--- config.mk ---
export PLATFORM = sky130hd
export DESIGN_NAME = mbb_initiator
export DESIGN_NICKNAME = d
export VERILOG_FILES = /design/src/rtl/mbb_pkg.sv /design/src/rtl/mbb_devsel_timer.sv /design/src/rtl/mbb_word_buf.sv /design/src/rtl/mbb_initiator.sv
export SDC_FILE = /design/constraint.sdc
export NUM_CORES = 1
export LEC_CHECK = 0
export BUFFER_PORTS_ARGS = -buffer_cell sky130_fd_sc_hd__clkbuf_2
export CAP_MARGIN = 0
export CORE_ASPECT_RATIO = 1.2
export CORE_MARGIN = 2
export CORE_UTILIZATION = 50
export DETAILED_ROUTE_END_ITERATION = 16
export PLACE_DENSITY = 0.79
export SLEW_MARGIN = 30
export SYNTH_ARGS = -nofsm -noshare
export SYNTH_HDL_FRONTEND = slang
export SYNTH_HIERARCHICAL = 1
export SYNTH_SLANG_ARGS = --single-unit
--- constraint.sdc ---
create_clock -name clk -period 2.9 [get_ports clk]
set_input_delay 0.29 -clock clk [delete_from_list [all_inputs] [get_ports clk]]
set_output_delay 0.29 -clock clk [all_outputs]
set_load 0.02 [all_outputs]
--- src/rtl/mbb_pkg.sv ---
package mbb_pkg;
    typedef enum logic [2:0] {
        ST_IDLE,
        ST_ADDR,
        ST_TURN,
        ST_DATA,
        ST_ENDS
    } mbb_state_e;
endpackage

--- src/rtl/mbb_devsel_timer.sv ---
// Counts cycles without a target claim after the address cycle.
module mbb_devsel_timer #(
    parameter int TMO = 5
) (
    input  logic clk,
    input  logic rst_n,
    input  logic arm,
    input  logic watch,
    input  logic devsel_n,
    output logic expired
);
    localparam int CW = $clog2(TMO + 1);

    typedef struct packed {
        logic          seen;
        logic [CW-1:0] cnt;
    } tmr_t;

    tmr_t q, d;

    always_comb begin
        d = q;
        if (arm) begin
            d.seen = 1'b0;
            d.cnt  = '0;
        end else if (watch && !q.seen) begin
            if (!devsel_n) d.seen = 1'b1;
            else           d.cnt  = q.cnt + CW'(1);
        end
    end

    assign expired = watch && !q.seen && devsel_n && (q.cnt == CW'(TMO - 1));

    always_ff @(posedge clk) begin
        if (!rst_n) begin
            q.seen <= 1'b0;
            q.cnt  <= '0;
        end else begin
            q <= d;
        end
    end
endmodule

--- src/rtl/mbb_word_buf.sv ---
// Stores captured words in arrival order.
module mbb_word_buf #(
    parameter int DW   = 32,
    parameter int MAXW = 8
) (
    input  logic                 clk,
    input  logic                 rst_n,
    input  logic                 clr,
    input  logic                 wr_en,
    input  logic [DW-1:0]        wr_data,
    output logic [$clog2(MAXW+1)-1:0] count,
    output logic [MAXW*DW-1:0]   data_flat
);
    localparam int LENW = $clog2(MAXW + 1);

    logic [LENW-1:0] cnt_d, cnt_q;

    always_comb begin
        cnt_d = cnt_q;
        if (clr)        cnt_d = '0;
        else if (wr_en) cnt_d = cnt_q + LENW'(1);
    end

    always_ff @(posedge clk) begin
        if (!rst_n) cnt_q <= '0;
        else        cnt_q <= cnt_d;
    end

    assign count = cnt_q;

    for (genvar g = 0; g < MAXW; g++) begin : g_word
        logic [DW-1:0] w_d, w_q;
        always_comb begin
            w_d = w_q;
            if (wr_en && !clr && cnt_q == LENW'(g)) w_d = wr_data;
        end
        always_ff @(posedge clk) begin
            if (!rst_n) w_q <= '0;
            else        w_q <= w_d;
        end
        assign data_flat[g*DW +: DW] = w_q;
    end
endmodule

--- src/rtl/mbb_initiator.sv ---
// Burst read master for a bus with shared address/data lines.
module mbb_initiator
    import mbb_pkg::*;
#(
    parameter int DW   = 32,
    parameter int MAXW = 8,
    parameter int TMO  = 5
) (
    input  logic                       clk,
    input  logic                       rst_n,
    input  logic                       req_valid,
    output logic                       req_ready,
    input  logic [DW-1:0]              req_addr,
    input  logic [3:0]                 req_cmd,
    input  logic [DW/8-1:0]            req_be,
    input  logic [$clog2(MAXW+1)-1:0]  req_len,
    output logic                       frame_n,
    output logic                       irdy_n,
    output logic [DW/8-1:0]            cbe_n,
    output logic [DW-1:0]              ad_out,
    output logic                       ad_oe,
    input  logic [DW-1:0]              ad_in,
    input  logic                       devsel_n,
    input  logic                       trdy_n,
    output logic                       done,
    output logic                       abort,
    output logic [$clog2(MAXW+1)-1:0]  rd_count,
    output logic [MAXW*DW-1:0]         rd_data
);
    localparam int BEW  = DW / 8;
    localparam int LENW = $clog2(MAXW + 1);

    typedef struct packed {
        mbb_state_e      st;
        logic            frame_n;
        logic            irdy_n;
        logic            ad_oe;
        logic [DW-1:0]   ad;
        logic [BEW-1:0]  cbe_n;
        logic [BEW-1:0]  be;
        logic [LENW-1:0] remain;
        logic            abort;
    } regs_t;

    regs_t q, d;
    logic  len_ok, accept, xfer, tmo_hit, watching;

    assign len_ok   = (req_len != '0) && (req_len <= LENW'(MAXW));
    assign watching = (q.st == ST_TURN) || (q.st == ST_DATA);
    assign xfer     = (q.st == ST_DATA) && !trdy_n && !devsel_n;

    mbb_devsel_timer #(.TMO(TMO)) u_tmr (
        .clk      (clk),
        .rst_n    (rst_n),
        .arm      (q.st == ST_ADDR),
        .watch    (watching),
        .devsel_n (devsel_n),
        .expired  (tmo_hit)
    );

    mbb_word_buf #(.DW(DW), .MAXW(MAXW)) u_buf (
        .clk       (clk),
        .rst_n     (rst_n),
        .clr       (accept),
        .wr_en     (xfer),
        .wr_data   (ad_in),
        .count     (rd_count),
        .data_flat (rd_data)
    );

    always_comb begin
        d      = q;
        accept = 1'b0;
        if (watching && tmo_hit) begin
            d.st      = ST_ENDS;
            d.frame_n = 1'b1;
            d.irdy_n  = 1'b1;
            d.cbe_n   = '1;
            d.abort   = 1'b1;
        end else begin
            unique case (q.st)
                ST_IDLE: begin
                    if (req_valid && len_ok) begin
                        accept         = 1'b1;
                        d.st           = ST_ADDR;
                        d.frame_n      = 1'b0;
                        d.ad_oe        = 1'b1;
                        d.ad           = req_addr;
                        d.cbe_n        = '1;
                        d.cbe_n[3:0]   = req_cmd;
                        d.be           = req_be;
                        d.remain       = req_len;
                        d.abort        = 1'b0;
                    end
                end
                ST_ADDR: begin
                    d.st    = ST_TURN;
                    d.ad_oe = 1'b0;
                    d.ad    = '0;
                    d.cbe_n = ~q.be;
                end
                ST_TURN: begin
                    d.st      = ST_DATA;
                    d.irdy_n  = 1'b0;
                    d.frame_n = (q.remain == LENW'(1));
                end
                ST_DATA: begin
                    if (xfer) begin
                        if (q.remain == LENW'(1)) begin
                            d.st      = ST_ENDS;
                            d.irdy_n  = 1'b1;
                            d.frame_n = 1'b1;
                            d.cbe_n   = '1;
                            d.remain  = '0;
                        end else begin
                            d.remain  = q.remain - LENW'(1);
                            d.frame_n = (q.remain == LENW'(2));
                        end
                    end
                end
                ST_ENDS: d.st = ST_IDLE;
                default: d.st = ST_IDLE;
            endcase
        end
    end

    always_ff @(posedge clk) begin
        if (!rst_n) begin
            q.st      <= ST_IDLE;
            q.frame_n <= 1'b1;
            q.irdy_n  <= 1'b1;
            q.ad_oe   <= 1'b0;
            q.ad      <= '0;
            q.cbe_n   <= '1;
            q.be      <= '0;
            q.remain  <= '0;
            q.abort   <= 1'b0;
        end else begin
            q <= d;
        end
    end

    assign req_ready = (q.st == ST_IDLE);
    assign frame_n   = q.frame_n;
    assign irdy_n    = q.irdy_n;
    assign cbe_n     = q.cbe_n;
    assign ad_out    = q.ad;
    assign ad_oe     = q.ad_oe;
    assign done      = (q.st == ST_ENDS);
    assign abort     = (q.st == ST_ENDS) && q.abort;
endmodule

=== Word-level counts from Yosys, hierarchy flattened ===
Cells that the tools add are included.

* Register bits: 315
* Word-level logic and storage cells: 118

* $add $sub $neg: 3
* Magnitude comparators: 1
* Equal/unequal tests: 20
* Mux-type cells: 22
* Bitwise gates (word level): 4
* Reduce and logical (&&, ||, !) cells: 47

{| class="wikitable"
|+ Operator list
! cell !! number
|-
| $pmux 33 s2 || 1
|-
| $mux 46 || 1
|-
| $mux 4 || 5
|-
| $logic_and 1x1->1 || 18
|-
| $reduce_and 3->1 || 6
|-
| $eq 4x3->1 const B || 4
|-
| $eq 4x2->1 const B || 3
|-
| $pmux 3 s4 || 1
|-
| $pmux 4 s3 || 1
|-
| $mux 5 || 2
|-
| $reduce_bool 2->1 || 5
|-
| $ne 3x1->1 const B || 3
|-
| $eq 4x1->1 const B || 2
|-
| $pmux 4 s2 || 1
|-
| $reduce_and 4->1 || 2
|-
| $mux 1 || 7
|-
| $eq 3x2->1 const B || 2
|-
| $eq 3x3->1 const B || 2
|-
| $ne 2x1->1 const B || 3
|-
| $reduce_and 2->1 || 3
|-
| $reduce_bool 3->1 || 2
|-
| $reduce_or 2->1 || 3
|-
| $add 4x1->4 const B || 1
|-
| $le 4x4->1 const B || 1
|-
| 13 further kinds || 18
|}

=== Depth between registers and ports, before layout ===
* Depth after elaboration: 10
* Depth in mapped cells: 9

=== Cells and area by module ===
Netlist, hierarchy kept.

{| class="wikitable"
|+ By module, submodules not included
! module !! instances !! cells an instance !! area an instance (µm²) !! seq. area each (µm²)
|-
| mbb_word_buf || 1 || 888 || 9460.3 || 5205.0
|-
| mbb_initiator || 1 || 245 || 2436.1 || 1021.0
|-
| mbb_devsel_timer || 1 || 23 || 234.0 || 80.1
|}

=== Worst setup path after synthesis ===
No wires, ideal clock.

* Path type: reg-to-reg
* Start: register q[50] (netlist name)
* End: register u_buf.g_word[4].w_q[14]
* Setup time: 0.072 ns
* Arrival: 2.174 ns
* Setup slack: 0.654 ns
* Stages on the path, launching flop included: 10
* Path buffers: 4
* Cell sequence: dfxtp_1 buf_6 or3_4 nor3_1 buf_4 and4bb_2 buf_2 nand2_2 buf_6 mux2i_1

* Cells in the longest elaborated chain, start to end: 10

{| class="wikitable"
|+ Ends and longest elaborated chain
! element !! RTL line !! text
|-
| start, declared || mbb_initiator.sv:45 || <nowiki>regs_t q, d;</nowiki>
|-
| $eq 3x2->1 || mbb_initiator.sv:49 || <nowiki>assign watching = (q.st == ST_TURN) || (q.st == ST_DATA);</nowiki>
|-
| $logic_or 1x1->1 || mbb_initiator.sv:49 ||
|-
| $logic_and 1x1->1 (3 in a row) || mbb_devsel_timer.sv:32 || <nowiki>assign expired = watch && !q.seen && devsel_n && (q.cnt == CW'(TMO - 1));</nowiki>
|-
| $logic_and 1x1->1 || mbb_initiator.sv:74 || <nowiki>if (watching && tmo_hit) begin</nowiki>
|-
| $mux 1 * || mbb_initiator.sv:74 ||
|-
| via accept || mbb_initiator.sv:46 || <nowiki>logic len_ok, accept, xfer, tmo_hit, watching;</nowiki>
|-
| $logic_not 1->1 * || mbb_word_buf.sv:35 || <nowiki>if (wr_en && !clr && cnt_q == LENW'(g)) w_d = wr_data;</nowiki>
|-
| $logic_and 1x1->1 * (2 in a row) || mbb_word_buf.sv:35 ||
|-
| end signal, assigned || mbb_word_buf.sv:39 || <nowiki>else w_q <= w_d;</nowiki>
|-
| end, declared || mbb_word_buf.sv:32 || <nowiki>logic [DW-1:0] w_d, w_q;</nowiki>
|}

Mark *: on every way through the listed nets, which the timed path passes. The rest lies on a longest branch.
A chain may end at the register's enable or synchronous reset.

=== Final worst setup path ===
* Start: register q[50] (netlist name)
* End: register q[4] (netlist name)

* Cells in the longest elaborated chain, start to end: 8

{| class="wikitable"
|+ Ends and longest elaborated chain
! element !! RTL line
|-
| $eq 3x2->1 || mbb_initiator.sv:49
|-
| $logic_or 1x1->1 * || mbb_initiator.sv:49
|-
| via watching || mbb_initiator.sv:46
|-
| $logic_and 1x1->1 * (3 in a row) || mbb_devsel_timer.sv:32
|-
| via tmo_hit || mbb_initiator.sv:46
|-
| $logic_and 1x1->1 * || mbb_initiator.sv:74
|-
| $not 1->1 (no source line) * || -
|-
| $reduce_and 4->1 (no source line) * || -
|}

Marks and branches as above.

==> metrics <==
Rel. slew slack=a little over half; critical path required time=3.37 ns; area post-placement=between 10000 and 15000 um^2; setup slack after layout=0.3984 ns; clock latency on the worst-skew pair=approximately 0.56 ns; total of buffers placed on input and output ports=approximately 380; synthesized area=approximately 12000 um^2; FF+latch count, synth=315; number of enable flip-flop cells after synthesis=0; boundary pin count=approximately 380; combined area of the multi-input logic cells=between 5000 and 6000 um^2; worst hold margin=roughly 0.11 ns; number of buffers created by CTS=30; Post-Layout Inst Area=15280 um^2; Cell Chain, Critical Path=and2b_1, and3b_1, and3_1, nor3_1, nor4_1, o21bai_1, mux2i_1; buffer type at the clock tree root=clkbuf_16; setup_tns=0 ns; Layout Cells excl Fill=1866; dominant synthesized flop cell=dfxtp_1; post-cts gate resize count=0; global route total overflow=0; Final Cycle Share=about 86%; Syn Area/Cell=around 10 um^2; Die Width=around 150 um; deepest level of the CTS H-tree=1; most area-hungry cell type in the Yosys netlist=dfxtp_1; clock tree skew after final layout=0.02009 ns; unrepaired setup endpoints after global routing=false; dominant delay contributor by cell family on the critical path=simple AND/OR/NAND/NOR gates; first-pass GRT wire length=51.81 mm; maximum cell stage delay along the critical path=just under 0.6 ns; initial antenna violation count=0; growth of design area from synthesis to finish=25.99%; power per cell area=around 580 nW/um^2; launching element type of the critical path=flip-flop; Worst Hold Class=input pin to flip-flop; worst setup path startpoint=q[50]; cell types occupying the most area after synthesis=dfxtp_1 52%, mux2i_1 22%, nand2_1 9.2%; final-report setup violation count=0; CP Data Arrival Time=~3 ns; Bufs and invs on worst path=0; half-perimeter wire length of the detailed placement result=22.94 mm; routed len/inst=approximately 18 um; final worst path period need=about 2.5 ns; count of pins over their slew limit=0; post-detailed-route count of antenna-violating nets=0; net count of the mapped netlist=around 1200; number of cell rows=62; DRC=0; vias post-DR=approximately 9700; utilization after layout=about 64%; share of layout cells above drive strength 1=30.79%; clock input transition at the sequential cells of the worst setup and hold paths=about 0.070 ns; max capacitance violation total=0; Net count, final=about 1600; combined flip-flop and latch cell area=6306 um^2; first drt pass iteration count=4; hold path startpoint=req_len[2]; maximum clock insertion buffer count=3; Inserted Diodes=0; largest fanout on the critical path=10; Max Clk Rate=~0.4 GHz; setup slack after placement=roughly 0.48 ns; Crit-path slowest cell=nor4_1; R2R Path Start=q[50]; Placer Congestion=0.8667; total global-route track usage=between 20% and 30%; Final Hold Fails=0; Placeable Area=roughly 24000 um^2; initial DRC count=between 500 and 600; most common library cell in the layout ignoring fill and taps=clkbuf_2; count of fill cells added during filler insertion=1981; vias per cell=5.186; top library cells by usage in the layout, fill and taps aside=381 x clkbuf_2, 315 x dfxtp_1, 296 x nand2_1, 266 x mux2i_1, 36 x dlygate4sd3_1; Tightest Pin Transition=around 0.71 ns; count of cell types in the netlist=56; share of synthesized registers carrying an async set or reset=0%; number of cells produced by synthesis=about 1200; CP endpoint kind=flip-flop; via count of the first global-routing pass=9428; Worst IR Drop VDD=between 0.5 and 0.6 mV; Routed Wire Length=around 34 mm; total of warnings raised by yosys=6; maximum number of pins on one net before global-route repair=a little under 100; die height=around 170 um; Power, Total=8.821 mW; share of synthesized area occupied by flip-flops and latches=between 50% and 60%; leakage dissipation=~8.3 nW; Worst Path Class, Setup=flip-flop to flip-flop; clock tree from TritonCTS=done; result of the run=finished, final reports clean; share of the synthesized area in the top cell type=51.99%; clock sink count=about 320; initial core utilization=50.77%; Cell Count Post-Placement=1774; Die Footprint=about 26000 um^2
worst reg2reg max path, cell delays in order (launching register included):
cell      delay, ns
dfxtp_1        0.40
and2b_1        0.37
and3b_1        0.28
and3_1         0.28
nor3_1         0.11
nor4_1         0.59
o21bai_1       0.23
mux2i_1        0.19
kinds of logic (layout without fill, tap and decap cells):
group | Yosys count | in the layout | synth area share, %
AND/OR/NAND/NOR | 371 | 371 | 13.24
flip-flops | 315 | 315 | 51.99
multiplexers | 266 | 266 | 21.95
buffers and inverters | 119 | 509 | 6.643
AO/OA/AOI/OAI | 73 | 73 | 5.034
adder cells (fa/ha/maj) | 9 | 9 | 0.9283
XOR/XNOR | 3 | 3 | 0.2166
sequential cells by signal, summed over array words and instances (netlist names):
| register | count |
|---|---|
| ad_oe | 1 |
| ad_out | 32 |
| cbe_n | 4 |
| frame_n | 1 |
| irdy_n | 1 |
| q | 12 |
| u_buf/count | 4 |
| u_buf/g_word.w_q | 256 |
| u_tmr/q | 4 |
routing by layer:
metal / track usage [%] / part of all wire (%)
met1: 31.35 / 42
met3: 4.178 / 5.3
met5: 0 / 0
met2: 43.51 / 49
met4: 9.951 / 4.0
cell type report:
class | count | share of cell area, %
Tap cell | 320 | 2.620
Clock buffer | 34 | 5.207
Timing Repair Buffer | 440 | 16.33
Multi-Input combinational cell | 722 | 32.87
Clock inverter | 22 | 1.392
Sequential cell | 315 | 41.26
Inverter | 13 | 0.3193
path summary, 6_finish.rpt:
| kind | to | slack, ns | depth (start not counted) |
|---|---|---|---|
| setup / recovery | q[4] | 0.40 | 7 |
| hold / removal | q[3] | 0.11 | 3 |
| setup reg to reg | q[4] | 0.40 | 7 |
| hold reg to reg | u_buf/g_word[1].w_q[20] | 0.46 | 2 |
Yosys cell counts, drive strengths merged, types with 3 or more instances:
master / instances
o21ai: 3
nand3: 9
o2111ai: 4
and4: 4
nand2: 304
nand3b: 5
nor2: 12
inv: 13
buf: 73
a31oi: 6
nor4: 4
a21oi: 9
o31ai: 5
dfxtp: 315
a22o: 32
nand2b: 3
ha: 9
clkbuf: 33
and3: 3
nor3: 8
or3: 4
mux2i: 266
power breakdown:
group	internal [mW]	leakage [nW]	switching, mW
Combinational	0.191	5.30	0.333
Sequential	4.37	2.54	0.0348
Clock	2.18	0.481	1.71
Total	6.74	8.32	2.08
repair_timing:
action                                 4_1_cts  5_1_grt
endpoints found under the hold margin       36        0
buffers inserted                             0        0
hold buffers                                36        0
(Power assumes the default switching activity.)
